--- src/rtl/ucs_pkg.sv ---
// Package: shared definitions for the microprogrammed sequencer.
// Holds the next-address mode encoding, the default field widths, and a
// generator for the default microprogram. That generator assumes the default
// widths (6-bit address, 8 horizontal bits, 3-bit vertical code, 3-bit
// condition select).
package ucs_pkg;

    localparam int DEF_ADDR_W  = 6;
    localparam int DEF_HORIZ_W = 8;
    localparam int DEF_VERT_W  = 3;
    localparam int DEF_COND_W  = 3;
    localparam int DEF_WORD_W  = DEF_HORIZ_W + DEF_VERT_W + 2 + DEF_COND_W + DEF_ADDR_W;
    localparam int DEF_DEPTH   = 2 ** DEF_ADDR_W;

    typedef enum logic [1:0] {
        NA_INC     = 2'd0,
        NA_BRANCH  = 2'd1,
        NA_MAP     = 2'd2,
        NA_INC_ALT = 2'd3
    } nxt_mode_e;

    // Packs one microword in the default layout.
    function automatic logic [DEF_WORD_W-1:0] pack_word(
        logic [DEF_HORIZ_W-1:0] h, logic [DEF_VERT_W-1:0] v, nxt_mode_e m,
        logic [DEF_COND_W-1:0] c, logic [DEF_ADDR_W-1:0] b);
        return {h, v, m, c, b};
    endfunction

    // Builds the default program. Address 0 holds fetch, and address 1
    // dispatches on the opcode. Each routine runs two words and then
    // returns to fetch.
    function automatic logic [DEF_DEPTH*DEF_WORD_W-1:0] default_program();
        logic [DEF_DEPTH*DEF_WORD_W-1:0] prog;
        logic [DEF_WORD_W-1:0] w;
        prog = '0;
        for (int i = 0; i < DEF_DEPTH; i++) begin
            if (i == 0)
                w = pack_word(8'h81, 3'd1, NA_INC, 3'd0, 6'd0);
            else if (i == 1)
                w = pack_word(8'h42, 3'd2, NA_MAP, 3'd0, 6'd0);
            else if (i < 16)
                w = pack_word(8'h00, 3'd0, NA_BRANCH, 3'd0, 6'd0);
            else if ((i % 2) == 0)
                w = pack_word(8'(i), 3'(i % 8), NA_INC, 3'd0, 6'd0);
            else
                w = pack_word(8'(i), 3'd0, NA_BRANCH, 3'd0, 6'd0);
            prog[i*DEF_WORD_W +: DEF_WORD_W] = w;
        end
        return prog;
    endfunction

endpackage

--- src/rtl/ucs_store.sv ---
// Control store: a read-only table of microwords taken from a parameter.
// It is read combinationally, and the caller registers the data.
// Assumes PROGRAM holds DEPTH words of WORD_W bits, with word 0 in the
// least significant bits.
module ucs_store #(
    parameter int ADDR_W = 6,
    parameter int WORD_W = 22,
    parameter logic [(2**ADDR_W)*WORD_W-1:0] PROGRAM = '0
) (
    input  logic [ADDR_W-1:0] addr_i,
    output logic [WORD_W-1:0] word_o
);
    // Table lookup by address.
    always_comb word_o = PROGRAM[int'(addr_i)*WORD_W +: WORD_W];
endmodule

--- src/rtl/ucs_map.sv ---
// Opcode mapping decoder: turns an opcode into the start address of its
// microroutine, MAP_BASE + MAP_STRIDE * opcode, truncated to the address
// width. Assumes the routines are laid out at that fixed stride.
module ucs_map #(
    parameter int OPC_W      = 4,
    parameter int ADDR_W     = 6,
    parameter int MAP_BASE   = 16,
    parameter int MAP_STRIDE = 2
) (
    input  logic [OPC_W-1:0]  opcode_i,
    output logic [ADDR_W-1:0] start_o
);
    // Start address arithmetic.
    always_comb start_o = ADDR_W'(MAP_BASE + MAP_STRIDE * int'(opcode_i));
endmodule

--- src/rtl/ucs_vdec.sv ---
// Vertical field decoder: expands a VERT_W-bit code into 2**VERT_W one-hot
// lines. Code 0 means no operation, so line 0 is tied low.
module ucs_vdec #(
    parameter int VERT_W = 3,
    localparam int LINES = 2 ** VERT_W
) (
    input  logic [VERT_W-1:0] code_i,
    output logic [LINES-1:0]  lines_o
);
    assign lines_o[0] = 1'b0;
    for (genvar g = 1; g < LINES; g++) begin : g_line
        assign lines_o[g] = (code_i == VERT_W'(g));
    end
endmodule

--- src/rtl/ucs_next_addr.sv ---
// Next-address selector: picks the increment, the branch field, or the
// opcode-mapped start. The choice follows the mode field and the condition
// select. Select 0 is true, select k in 1..FLAG_W reads flag k-1, and any
// larger select is false. Until the sequencer is primed after reset it
// returns address 0.
module ucs_next_addr
    import ucs_pkg::*;
#(
    parameter int ADDR_W = 6,
    parameter int FLAG_W = 4,
    parameter int COND_W = 3
) (
    input  logic              primed_i,
    input  logic [ADDR_W-1:0] car_i,
    input  nxt_mode_e         mode_i,
    input  logic [COND_W-1:0] cond_sel_i,
    input  logic [ADDR_W-1:0] branch_i,
    input  logic [ADDR_W-1:0] map_i,
    input  logic [FLAG_W-1:0] flags_i,
    output logic [ADDR_W-1:0] next_o
);
    logic              cond_ok;
    logic [ADDR_W-1:0] step;

    // Condition multiplexer over the constants and the flags.
    always_comb begin
        cond_ok = (int'(cond_sel_i) == 0);
        for (int k = 1; k <= FLAG_W; k++) begin
            if (int'(cond_sel_i) == k) cond_ok = flags_i[k-1];
        end
    end

    assign step = car_i + ADDR_W'(1);

    // Source selection for the next control address.
    always_comb begin
        if (!primed_i) begin
            next_o = '0;
        end else begin
            unique case (mode_i)
                NA_BRANCH: next_o = cond_ok ? branch_i : step;
                NA_MAP:    next_o = map_i;
                default:   next_o = step;
            endcase
        end
    end
endmodule

--- src/rtl/ucs_sequencer.sv ---
// Microprogrammed control sequencer (top). The control address register
// (car_q) and the control buffer register (cbr_q) are loaded together, so
// the buffer always holds the word at address car_q and the outputs follow
// it. Reset is synchronous and active low. After reset the first edge
// fetches address 0.
module ucs_sequencer
    import ucs_pkg::*;
#(
    parameter int ADDR_W     = DEF_ADDR_W,
    parameter int OPC_W      = 4,
    parameter int FLAG_W     = 4,
    parameter int HORIZ_W    = DEF_HORIZ_W,
    parameter int VERT_W     = DEF_VERT_W,
    parameter int COND_W     = DEF_COND_W,
    parameter int MAP_BASE   = 16,
    parameter int MAP_STRIDE = 2,
    parameter logic [(2**ADDR_W)*(HORIZ_W+VERT_W+2+COND_W+ADDR_W)-1:0] PROGRAM =
        default_program()
) (
    input  logic                 clk,
    input  logic                 rst_n,
    input  logic [OPC_W-1:0]     opcode_i,
    input  logic [FLAG_W-1:0]    flags_i,
    output logic [HORIZ_W-1:0]   horiz_o,
    output logic [2**VERT_W-1:0] vert_lines_o,
    output logic [ADDR_W-1:0]    car_o
);
    localparam int COND_LSB  = ADDR_W;
    localparam int MODE_LSB  = COND_LSB + COND_W;
    localparam int VERT_LSB  = MODE_LSB + 2;
    localparam int HORIZ_LSB = VERT_LSB + VERT_W;
    localparam int WORD_W    = HORIZ_LSB + HORIZ_W;

    logic [ADDR_W-1:0] car_q, next_addr, map_addr;
    logic [WORD_W-1:0] cbr_q, store_word;
    logic              primed_q;

    ucs_store #(.ADDR_W(ADDR_W), .WORD_W(WORD_W), .PROGRAM(PROGRAM)) store_i (
        .addr_i (next_addr),
        .word_o (store_word)
    );

    ucs_map #(.OPC_W(OPC_W), .ADDR_W(ADDR_W), .MAP_BASE(MAP_BASE),
              .MAP_STRIDE(MAP_STRIDE)) map_i (
        .opcode_i (opcode_i),
        .start_o  (map_addr)
    );

    ucs_next_addr #(.ADDR_W(ADDR_W), .FLAG_W(FLAG_W), .COND_W(COND_W)) nxt_i (
        .primed_i   (primed_q),
        .car_i      (car_q),
        .mode_i     (nxt_mode_e'(cbr_q[MODE_LSB +: 2])),
        .cond_sel_i (cbr_q[COND_LSB +: COND_W]),
        .branch_i   (cbr_q[ADDR_W-1:0]),
        .map_i      (map_addr),
        .flags_i    (flags_i),
        .next_o     (next_addr)
    );

    ucs_vdec #(.VERT_W(VERT_W)) vdec_i (
        .code_i  (cbr_q[VERT_LSB +: VERT_W]),
        .lines_o (vert_lines_o)
    );

    // Loads the address and buffer registers together, one microword per clock.
    always_ff @(posedge clk) begin
        if (!rst_n) begin
            car_q    <= '0;
            cbr_q    <= '0;
            primed_q <= 1'b0;
        end else begin
            car_q    <= next_addr;
            cbr_q    <= store_word;
            primed_q <= 1'b1;
        end
    end

    assign horiz_o = cbr_q[HORIZ_LSB +: HORIZ_W];
    assign car_o   = car_q;
endmodule

--- config.mk ---
export PLATFORM = sky130hd
export DESIGN_NAME = ucs_sequencer
export DESIGN_NICKNAME = d
export VERILOG_FILES = /design/src/rtl/ucs_pkg.sv /design/src/rtl/ucs_store.sv /design/src/rtl/ucs_map.sv /design/src/rtl/ucs_vdec.sv /design/src/rtl/ucs_next_addr.sv /design/src/rtl/ucs_sequencer.sv
export SDC_FILE = /design/constraint.sdc
export NUM_CORES = 1
export LEC_CHECK = 0
export ABC_AREA = 1
export BUFFER_PORTS_ARGS = -buffer_cell sky130_fd_sc_hd__buf_4
export CAP_MARGIN = 20
export CORE_MARGIN = 2
export CORE_UTILIZATION = 40
export DETAILED_ROUTE_END_ITERATION = 12
export GPL_TIMING_DRIVEN = 1
export PLACE_DENSITY = 0.69
export SYNTH_ARGS = -nofsm -noshare
export SYNTH_HDL_FRONTEND = slang
export SYNTH_SLANG_ARGS = --single-unit
export TNS_END_PERCENT = 100
--- constraint.sdc ---
create_clock -name clk -period 1.7 [get_ports clk]
set_clock_uncertainty 0.2 [all_clocks]
set_input_delay 0.085 -clock clk [delete_from_list [all_inputs] [get_ports clk]]
set_output_delay 0.085 -clock clk [all_outputs]
set_load 0.1 [all_outputs]
After elaboration in Yosys (flattened, before gate mapping)
Index checks and enable logic that the tools add are counted.
{ "word_totals": {"ff_bits": 29, "wordCells": 29} }
{ "classes": {"n_addsub": 2, "multipliers": 1, "n_eq_ne": 13, "n_shift": 1, "muxes": 8, "n_reduce_logical": 1} }
{ "op_table": {"columns": ["cell", "n"], "rows": [
  ["$shiftx 1408x32->22 const A", 1],
  ["$eq 3x3->1 const B", 7],
  ["$mux 6", 2],
  ["$pmux 6 s2", 1],
  ["$mul 6x4->10 const B", 1],
  ["$eq 3x2->1 const B", 3],
  ["$add 5x5->6 const A", 1],
  ["$add 6x1->6 const B", 1],
  ["$mux 1", 5],
  ["$eq 3x1->1 const B", 1],
  ["$logic_not 3->1", 1],
  ["$eq 2x1->1 const B", 1],
  ["$eq 2x2->1 const B", 1]
]} }

Depth between registers and ports, before layout
Gate-level depths: netlist of run 1.
{ "depth": {"ltp_word": 10, "depth_mapped": 12} }

Hierarchy
Synthesis of run 1 repeated with hierarchy kept, for this count alone.
{ "hier_totals": {"hier_cells": 238, "hier_area_um2": 1632.8} }
{ "modules_own_cells": {"columns": ["module", "n_inst", "cells_per_inst", "area_per_inst_um2"], "rows": [
  ["ucs_sequencer", 1, 96, 884.6],
  ["ucs_next_addr", 1, 77, 419.2],
  ["ucs_store", 1, 42, 220.2],
  ["ucs_vdec", 1, 16, 63.8],
  ["ucs_map", 1, 7, 45.0]
]} }

Worst setup path before layout of run 1
OpenSTA, ideal clock, no wires.
{ "synth_path": {"kind": "reg-to-output", "startpoint": "register cbr_q[13]", "endpoint": "output port vert_lines_o[7]", "arrival_ns": 2.498, "required_ns": 1.415, "path_slack_ns": -1.083, "path_stages_with_launch": 3, "n_path_buf": 0, "cell_sequence": "dfxtp_1 inv_1 nor3_1"} }
{ "synth_between": {"elab_chain_len": 1} }
{ "synth_rtl": {"columns": ["item", "line", "source"], "rows": [
  ["start: declaration", "ucs_sequencer.sv:35", "logic [WORD_W-1:0] cbr_q, store_word;"],
  ["start signal: assignment", "ucs_sequencer.sv:73", "cbr_q <= store_word;"],
  ["$eq 3x3->1", "ucs_vdec.sv:12", "assign lines_o[g] = (code_i == VERT_W'(g));"],
  ["end: declaration", "ucs_sequencer.sv:25", "output logic [2**VERT_W-1:0] vert_lines_o,"]
]} }
Every way passes these cells.

Worst setup path in the final report of run 1
Same ends and word-level chain as after synthesis.

==> flow_metrics.env, run 1 <==
export IMPL_numCtsBuffers=3
export IMPL_critPathCaptureType="output pin"
export IMPL_grt_pass1_wl_um=3060
export IMPL_yosysWarningCount=0
export IMPL_drv_slew=0
export IMPL_viasPerCell=4.72
export IMPL_path_class="register to output pin"
export IMPL_cts_tree="done"
export IMPL_fin_ws_ns=0.0684
export IMPL_dp_slack_ns=0.00454
export IMPL_holdWs_ns=-0.00974
export IMPL_rows=17
export IMPL_initial_core_util_pct=41.3
export IMPL_nFillCells=217
export IMPL_seq_area_um2=335
export IMPL_drive_above_1_share_pct=43.9
export IMPL_worst_ep_required_time_ns=1.41
export IMPL_drc=0
export IMPL_synth_top_area_share_pct=35.7
export IMPL_drtAntennaViolNets=0
export IMPL_synth_area_um2=897
export IMPL_track_usage_pct=15.1
export IMPL_ys_seq_area_share_pct=35.7
export IMPL_fin_crit_sh_pct=96.0
export IMPL_cts_htree_levels=1
export IMPL_dr_total_vias=831
export IMPL_area_growth_pct=33.3
export IMPL_syn_num_nets=140
export IMPL_wl_per_cell_um=10.6
export IMPL_swShare_pct=58.3
export IMPL_yosysTopAreaCell="dfxtp_1"
export IMPL_grt_ovfl_total=0
export IMPL_grt_max_degree=10
export IMPL_final_util_pct=55.1
export IMPL_finalSetupViolCount=0
export IMPL_p_int_mw=1.01
export IMPL_leakage_nw=0.613
export IMPL_clk_pin_slew_worst_paths_ns=0.09
export IMPL_die_width_um=51.4
export IMPL_hold_viol_final=2
export IMPL_seqPwrFrac_pct=23.2
export IMPL_synth_cells=128
export IMPL_synth_seq_cells=16
export IMPL_power_density_nw_per_um2=2040
export IMPL_synth_cell_types=19
export IMPL_dieArea_um2=2640
export IMPL_post_cts_buffers=0
export IMPL_grt_antenna_before_repair=0
export IMPL_setup_tns_ns=0
export IMPL_port_buffers=26
export IMPL_insertion_delay_ns=0.28
export IMPL_worst_path_buf_inv=2
export IMPL_violations="hold timing"
export IMPL_timing_fmax_mhz=613
export IMPL_antenna_cells=0
export IMPL_vdd_drop_max_uv=1290
export IMPL_avgSynthCellArea_um2=7.01
export IMPL_path_cells="inv_1, nor3_2, buf_4"
export IMPL_p_comb_share_pct=66.9
export IMPL_power_mw=2.43
export IMPL_wl_um=1870
export IMPL_min_period_ns=1.63
export IMPL_core_um2=2170
export IMPL_cts_root_buffer="clkbuf_4"
export IMPL_worstPathArrival_ns=1.35
export IMPL_ioPinCount=32
export IMPL_power_switching_mw=1.42
export IMPL_ys_top_cells_by_area="dfxtp_1 (36%), nand2_1 (10%), buf_4 (9.2%)"
export IMPL_place_inst=171
export IMPL_multiInputGateArea_um2=480
export IMPL_cts_sinks=16
export IMPL_critPathTopFamily="buffers and inverters"
export IMPL_fin_cells=176
export IMPL_place_area_um2=1100
export IMPL_final_cell_area_um2=1200
export IMPL_critical_path_max_fanout=4
export IMPL_nets=161
export IMPL_die_y_um=51.4
export IMPL_cp_start_kind="register"
export IMPL_max_stage_delay_ns=0.42
export IMPL_status="complete, but fails checks"
export IMPL_clkPwrFrac_pct=9.9
export IMPL_place_congestion=0.823
export IMPL_hold_path_class="input port to register"
export IMPL_firstDrtPassIters=4
export IMPL_cts_buffer_depth=2
export IMPL_cpMaxStageDelayCell="dfxtp_1"
export IMPL_grt_pass1_vias=750
export IMPL_drt_iter0_markers=10
export IMPL_cap_violations=0
export IMPL_dp_hpwl_um=1420
## metal layers
metal | up-vias | track usage, % | routed length [um]
met4 | 0 | 2.19 | 21
met5 | - | 0 | 0
met3 | 4 | 4.68 | 103
li1 | 427 | - | -
met1 | 381 | 18.6 | 848
met2 | 19 | 26.4 | 894
## power by group through the flow
stage / logic [mW] / clock network [mW] / registers [mW]
after detailed placement: 1.50 / 0 / 0.563
after floorplan: 1.25 / 0 / 0.633
after CTS: 1.54 / 0.244 / 0.560
after global routing: 1.73 / 0.265 / 0.578
after global placement: 1.48 / 0 / 0.559
final: 1.63 / 0.241 / 0.565
## final timing paths
kind              depth (start not counted)   startpoint  slack, ns               to
setup / recovery                          3    cbr_q[13]       0.07  vert_lines_o[7]
hold / removal                            5  opcode_i[0]      -0.01         car_o[1]
setup reg to reg                          9     cbr_q[9]       0.12         cbr_q[9]
hold reg to reg                           2     primed_q       0.43         car_o[1]
## cells in the mapped netlist (all sizes together)
master / number
dfxtp: 16
nor2: 13
ha: 2
nor3: 8
nand3: 16
nand2: 30
nand4: 5
conb: 1
inv: 23
buf: 12
a21boi: 1
a21oi: 1
## state kept, by name, summed over array words and instances (netlist names)
signal / flops
cbr_q: 10
car_o: 5
primed_q: 1
## tightest hold or removal path, cell delays in order
cell	delay, ns
buf_4	0.11
nand2_1	0.05
nand2_1	0.05
nand3_2	0.09
nor2_1	0.05
## cell families after synthesis
kind of cell             Yosys count  synth area share (%)
AND/OR/NAND/NOR                   72                  39.6
AO/OA/AOI/OAI                      2                  1.39
other                              1                 0.418
adder cells (fa/ha/maj)            2                  2.79
buffers and inverters             35                  20.1
flip-flops                        16                  35.7
## placed cells by master, fill, tap and decap left out
| master | Yosys | final |
|---|---|---|
| buf_6 | 1 | 2 |
| inv_4 | 0 | 1 |
| dlygate4sd3_1 | 0 | 1 |
| nand2_2 | 3 | 3 |
| nor2_1 | 9 | 8 |
| dfxtp_2 | 0 | 3 |
| conb_1 | 1 | 1 |
| nor2_2 | 4 | 5 |
| nor3_2 | 1 | 8 |
| dfxtp_1 | 16 | 10 |
| clkbuf_8 | 0 | 1 |
| nand3_2 | 1 | 3 |
| inv_1 | 22 | 20 |
| ha_4 | 0 | 2 |
| dfxtp_4 | 0 | 3 |
| a21oi_1 | 1 | 1 |
| nand2_4 | 2 | 3 |
| nand4_1 | 5 | 5 |
| nand2_1 | 25 | 24 |
| inv_2 | 1 | 2 |
| clkbuf_4 | 0 | 3 |
| a21boi_2 | 0 | 1 |
| nand3_1 | 15 | 13 |
| buf_4 | 11 | 25 |
## area by class of cell
type	count	area share [%]
tap	28	2.93
clock buffer	4	3.03
sequential	16	28.0
inverter	23	7.43
multi-input combinational	77	40.2
timing repair buffer	28	18.4
## timing repair
action / in CTS / in global routing
pin swaps: 1 / 5
resized for setup: 2 / 13
endpoints found under the hold margin: 6 / 0
endpoints found under the setup margin: 2 / 7
hold buffers: 1 / 0
Note: power is estimated with default switching activity, not from simulation.
==> run 2: changes to the inputs <==
--- a/config.mk
+++ b/config.mk
@@ -8,7 +8,7 @@
 export ABC_AREA = 1
 export BUFFER_PORTS_ARGS = -buffer_cell sky130_fd_sc_hd__buf_4
 export CAP_MARGIN = 20
-export CORE_MARGIN = 2
+export CORE_MARGIN = 3
 export CORE_UTILIZATION = 40
 export DETAILED_ROUTE_END_ITERATION = 12
 export GPL_TIMING_DRIVEN = 1
==> flow_metrics.env, run 2 (synthesis results as in run 1) <==
export IMPL_swShare_pct=58.3
export IMPL_drive_above_1_share_pct=40.3
export IMPL_viasPerCell=4.77
export IMPL_clk_pin_slew_worst_paths_ns=0.09
export IMPL_insertion_delay_ns=0.29
export IMPL_drt_iter0_markers=16
export IMPL_grt_pass1_vias=713
export IMPL_timing_fmax_mhz=616
export IMPL_core_um2=2040
export IMPL_dp_hpwl_um=1500
export IMPL_drtAntennaViolNets=0
export IMPL_cp_start_kind="register"
export IMPL_die_width_um=53.4
export IMPL_cts_tree="done"
export IMPL_top_register="cbr_q"
export IMPL_largest_reg_flops=10
export IMPL_hold_path_class="input port to register"
export IMPL_grt_pass1_wl_um=3100
export IMPL_hold_viol_final=0
export IMPL_clkPwrFrac_pct=10.2
export IMPL_cts_root_buffer="clkbuf_4"
export IMPL_area_growth_pct=32.6
export IMPL_grt_max_degree=10
export IMPL_wl_per_cell_um=10.9
export IMPL_grt_ovfl_total=0
export IMPL_initial_core_util_pct=43.9
export IMPL_seq_area_um2=337
export IMPL_final_common_cell="nand2_1"
export IMPL_seqPwrFrac_pct=23.9
export IMPL_min_period_ns=1.62
export IMPL_fin_crit_sh_pct=95.6
export IMPL_grt_antenna_before_repair=0
export IMPL_antenna_cells=0
export IMPL_port_buffers=26
export IMPL_rsz0062_at_grt="yes"
export IMPL_power_mw=2.37
export IMPL_firstDrtPassIters=5
export IMPL_cts_htree_levels=1
export IMPL_p_comb_share_pct=65.9
export IMPL_power_switching_mw=1.38
export IMPL_p_int_mw=0.987
export IMPL_nFillCells=196
export IMPL_status="finished, final reports clean"
export IMPL_worstPathArrival_ns=1.62
export IMPL_place_congestion=0.760
export IMPL_multiInputGateArea_um2=459
export IMPL_finalSetupViolCount=0
export IMPL_track_usage_pct=15.5
export IMPL_cap_violations=0
export IMPL_dr_total_vias=840
export IMPL_path_class="register to register"
export IMPL_cts_sinks=16
export IMPL_leakage_nw=0.613
export IMPL_dieArea_um2=2850
export IMPL_drv_slew=0
export IMPL_worst_ep_required_time_ns=1.69
export IMPL_critical_path_max_fanout=5
export IMPL_nets=162
export IMPL_critPathCaptureType="register"
export IMPL_rows=16
export IMPL_die_y_um=53.4
export IMPL_cts_buffer_depth=2
export IMPL_drc=0
export IMPL_ioPinCount=32
export IMPL_vdd_drop_max_uv=1320
export IMPL_wl_um=1930
export IMPL_numCtsBuffers=3
export IMPL_final_cell_mix="nand2_1 (24), buf_4 (23), inv_1 (22), nand3_1 (15)"
export IMPL_power_density_nw_per_um2=1990
export IMPL_setup_tns_ns=0
[run 2: cell types whose count changed in the layout (fill, tap and decap cells not counted), sizes merged]
cell | previous run | this run
dlygate4sd3 | 1 | 2
[run 2: critical path, stage by stage, from the launching register on]
cell and delay (ns):
dfxtp_1 0.32, inv_1 0.05, ha_4 0.29, buf_4 0.14, nand2_1 0.06, nand3_1 0.15
nand4_1 0.17, nand3_1 0.12, nand2_1 0.05
[run 2: final timing paths]
check                                  from       end  slack, ns  cells after the start
worst max-delay path               cbr_q[9]  cbr_q[9]       0.08                      8
worst min-delay path            opcode_i[1]  car_o[2]       0.03                      5
worst max register to register     cbr_q[9]  cbr_q[9]       0.08                      8
worst min register to register     primed_q  car_o[1]       0.48                      2
[run 2: metal layers]
layer | track usage [%] | routed length (um) | vias to the layer above
li1 | - | - | 432
met1 | 18.9 | 846 | 379
met2 | 23.3 | 923 | 24
met3 | 5.07 | 118 | 5
met4 | 8.94 | 38 | 0
met5 | 0 | 0 | -
[run 2: cell type report]
class,instances,share of cell area (%)
Multi-Input combinational cell,77,38.6
Sequential cell,16,28.3
Timing Repair Buffer,29,20.0
Inverter,23,7.26
Clock buffer,4,3.05
Tap cell,27,2.84
[run 2: power by group through the flow]
stage	Combinational [mW]	Clock, mW	Sequential, mW
finish	1.56	0.242	0.565
global route	1.65	0.270	0.576
CTS	1.51	0.251	0.558
detailed placement	1.50	0	0.565
global placement	1.49	0	0.560
floorplan	1.25	0	0.633
[run 2: timing repair]
item,CTS,global route
endpoints found under the setup margin,3,14
buffers inserted,0,0
gates resized for setup,2,8
endpoints found under the hold margin,10,0
hold buffers,2,0
[run 2: through the flow]
| stage | cells | instance area, um2 | hold WS [ns] | worst slack [ns] | utilization (%) |
|---|---|---|---|---|---|
| after floorplan | 128 | 957 | -0.0873 | -0.328 | - |
| after global placement | 170 | 1100 | 0.0326 | 0.00323 | 53.9 |
| after detailed placement | 170 | 1100 | 0.0313 | -0.0243 | 53.9 |
| after CTS | 176 | 1160 | 0.0237 | 0.00505 | 56.7 |
| after global routing | 176 | 1190 | 0.0836 | -0.0236 | 58.3 |
| final | 176 | 1190 | 0.0329 | 0.0753 | 58.3 |
==> run 3: changes to the inputs <==
--- a/config.mk
+++ b/config.mk
@@ -13,6 +13,7 @@
 export DETAILED_ROUTE_END_ITERATION = 12
 export GPL_TIMING_DRIVEN = 1
 export PLACE_DENSITY = 0.69
+export REMOVE_ABC_BUFFERS = 1
 export SYNTH_ARGS = -nofsm -noshare
 export SYNTH_HDL_FRONTEND = slang
 export SYNTH_SLANG_ARGS = --single-unit
==> flow_metrics.env, run 3 (synthesis results as in run 1) <==
export IMPL_dr_total_vias=809
export IMPL_viasPerCell=4.54
export IMPL_swShare_pct=58.1
export IMPL_fin_crit_sh_pct=93.6
export IMPL_drive_above_1_share_pct=33.8
export IMPL_rrSetupSlack_ns=0.11
export IMPL_rows=16
export IMPL_cts_sinks=16
export IMPL_grt_pass1_vias=702
export IMPL_finalSetupViolCount=0
export IMPL_place_congestion=0.805
export IMPL_seqPwrFrac_pct=22.6
export IMPL_holdWs_ns=-0.000427
export IMPL_place_area_um2=1050
export IMPL_grt_pass1_wl_um=2920
export IMPL_core_um2=2040
export IMPL_wl_um=1780
export IMPL_dp_hpwl_um=1450
export IMPL_clkPwrFrac_pct=10.4
export IMPL_area_growth_pct=26.8
export IMPL_wl_per_cell_um=9.99
export IMPL_grt_ovfl_total=0
export IMPL_fin_cells=178
export IMPL_cp_start_kind="register"
export IMPL_grt_max_degree=10
export IMPL_track_usage_pct=13.9
export IMPL_p_int_mw=0.972
export IMPL_antenna_cells=0
export IMPL_port_buffers=26
export IMPL_violations="hold timing"
export IMPL_hp_start="opcode_i[0]"
export IMPL_numCtsBuffers=3
export IMPL_insertion_delay_ns=0.28
export IMPL_cts_root_buffer="clkbuf_4"
export IMPL_grt_antenna_before_repair=0
export IMPL_drt_iter0_markers=12
export IMPL_worst_ep_required_time_ns=1.68
export IMPL_final_cell_mix="buf_4 (28), nand2_1 (24), inv_1 (21), nand3_1 (14), dfxtp_1 (14)"
export IMPL_cts_tree="done"
export IMPL_critical_path_max_fanout=6
export IMPL_drtAntennaViolNets=0
export IMPL_hold_viol_final=1
export IMPL_drv_slew=0
export IMPL_largest_reg_flops=10
export IMPL_cts_buffer_depth=2
export IMPL_dieArea_um2=2850
export IMPL_leakage_nw=0.610
export IMPL_min_period_ns=1.59
export IMPL_power_density_nw_per_um2=2040
export IMPL_critPathCaptureType="register"
export IMPL_drc=0
export IMPL_die_y_um=53.4
export IMPL_nets=164
export IMPL_hold_depth=5
export IMPL_timing_fmax_mhz=629
export IMPL_vdd_drop_max_uv=1050
export IMPL_r2r_start="cbr_q[9]"
export IMPL_hold_path_class="input port to register"
export IMPL_status="complete, but fails checks"
export IMPL_worstPathArrival_ns=1.57
export IMPL_clk_pin_slew_worst_paths_ns=0.09
export IMPL_final_cell_area_um2=1140
export IMPL_place_inst=172
export IMPL_rr_endpoint="cbr_q[14]"
export IMPL_cap_violations=0
export IMPL_initial_core_util_pct=43.9
export IMPL_top_register="cbr_q"
export IMPL_p_comb_share_pct=66.9
export IMPL_ioPinCount=32
export IMPL_whs_endpoint="car_o[1]"
export IMPL_cts_htree_levels=1
export IMPL_reg2regPathDepth=10
export IMPL_firstDrtPassIters=4
export IMPL_final_common_cell="buf_4"
export IMPL_path_class="register to register"
export IMPL_nFillCells=204
export IMPL_crit_start="cbr_q[9]"
export IMPL_die_width_um=53.4
export IMPL_power_switching_mw=1.35
[run 3: changes by cell type in the layout (fill, tap and decap cells not counted), sizes merged]
cell  change
buf       +2
[run 3: final cells by class]
class	instances	area (um2)	share of cell area [%]
multi-input cells	77	417	36.6
clock buffers	4	36.3	3.19
well taps	27	33.8	2.97
repair buffers	31	241	21.2
inverters	23	86.3	7.59
flip-flops and latches	16	323	28.4
[run 3: repair_timing]
action                                 CTS  global route
pin swaps                                0             1
gates resized for setup                  1             7
setup endpoints to repair                1             9
buffers inserted                         0             0
hold buffers                             2             0
endpoints found under the hold margin    8             0
[run 3: metrics by stage]
stage | TNS, ns | setup WS [ns] | hold WS, ns | power [mW] | util, %
after floorplan | -25.08 | -1.84 | -0.0873 | 1.72 | -
after global placement | 0 | 0.0354 | 0.0300 | 2.01 | 51.7
after detailed placement | 0 | 0.00826 | 0.0330 | 2.03 | 51.7
after CTS | 0 | 0.0111 | 0.0423 | 2.28 | 54.4
after global routing | -0.00262 | -0.00158 | 0.0212 | 2.47 | 55.7
final | 0 | 0.110 | -0.000427 | 2.32 | 55.7
[run 3: worst max-delay path by stage]
| stage | end | slack, ns | cells past startpoint |
|---|---|---|---|
| 2_1_floorplan | vert_lines_o[1] | -1.84 | 2 |
| 3_3_place_gp | cbr_q[9] | 0.04 | 10 |
| 3_5_place_dp | cbr_q[14] | 0.008 | 8 |
| 4_1_cts | cbr_q[20] | 0.01 | 8 |
| 5_1_grt | cbr_q[9] | -0.002 | 10 |
| 6_report | cbr_q[14] | 0.11 | 10 |
[run 3: power groups by stage]
stage | logic (mW) | clock network (mW) | registers, mW
floorplan | 0.676 | 0 | 1.04
global placement | 1.49 | 0 | 0.524
detailed placement | 1.50 | 0 | 0.526
CTS | 1.51 | 0.249 | 0.518
global route | 1.66 | 0.272 | 0.536
finish | 1.55 | 0.242 | 0.525
[run 3: layer usage]
metal  vias to the layer above  routed length, um  track usage [%]
li1                        431                  -                -
met1                       359                819             17.4
met2                        19                855             23.1
met3                         0                104             4.51
met4                         0                  0             2.55
met5                         -                  0                0
[run 3: critical path, stage by stage (launching register included)]
cell	delay, ns
dfxtp_1	0.32
inv_1	0.06
ha_4	0.28
buf_4	0.14
inv_1	0.04
nand2_1	0.07
nand3_2	0.10
nand3_1	0.11
nor2_1	0.04
nand3_1	0.08
nand2_1	0.06
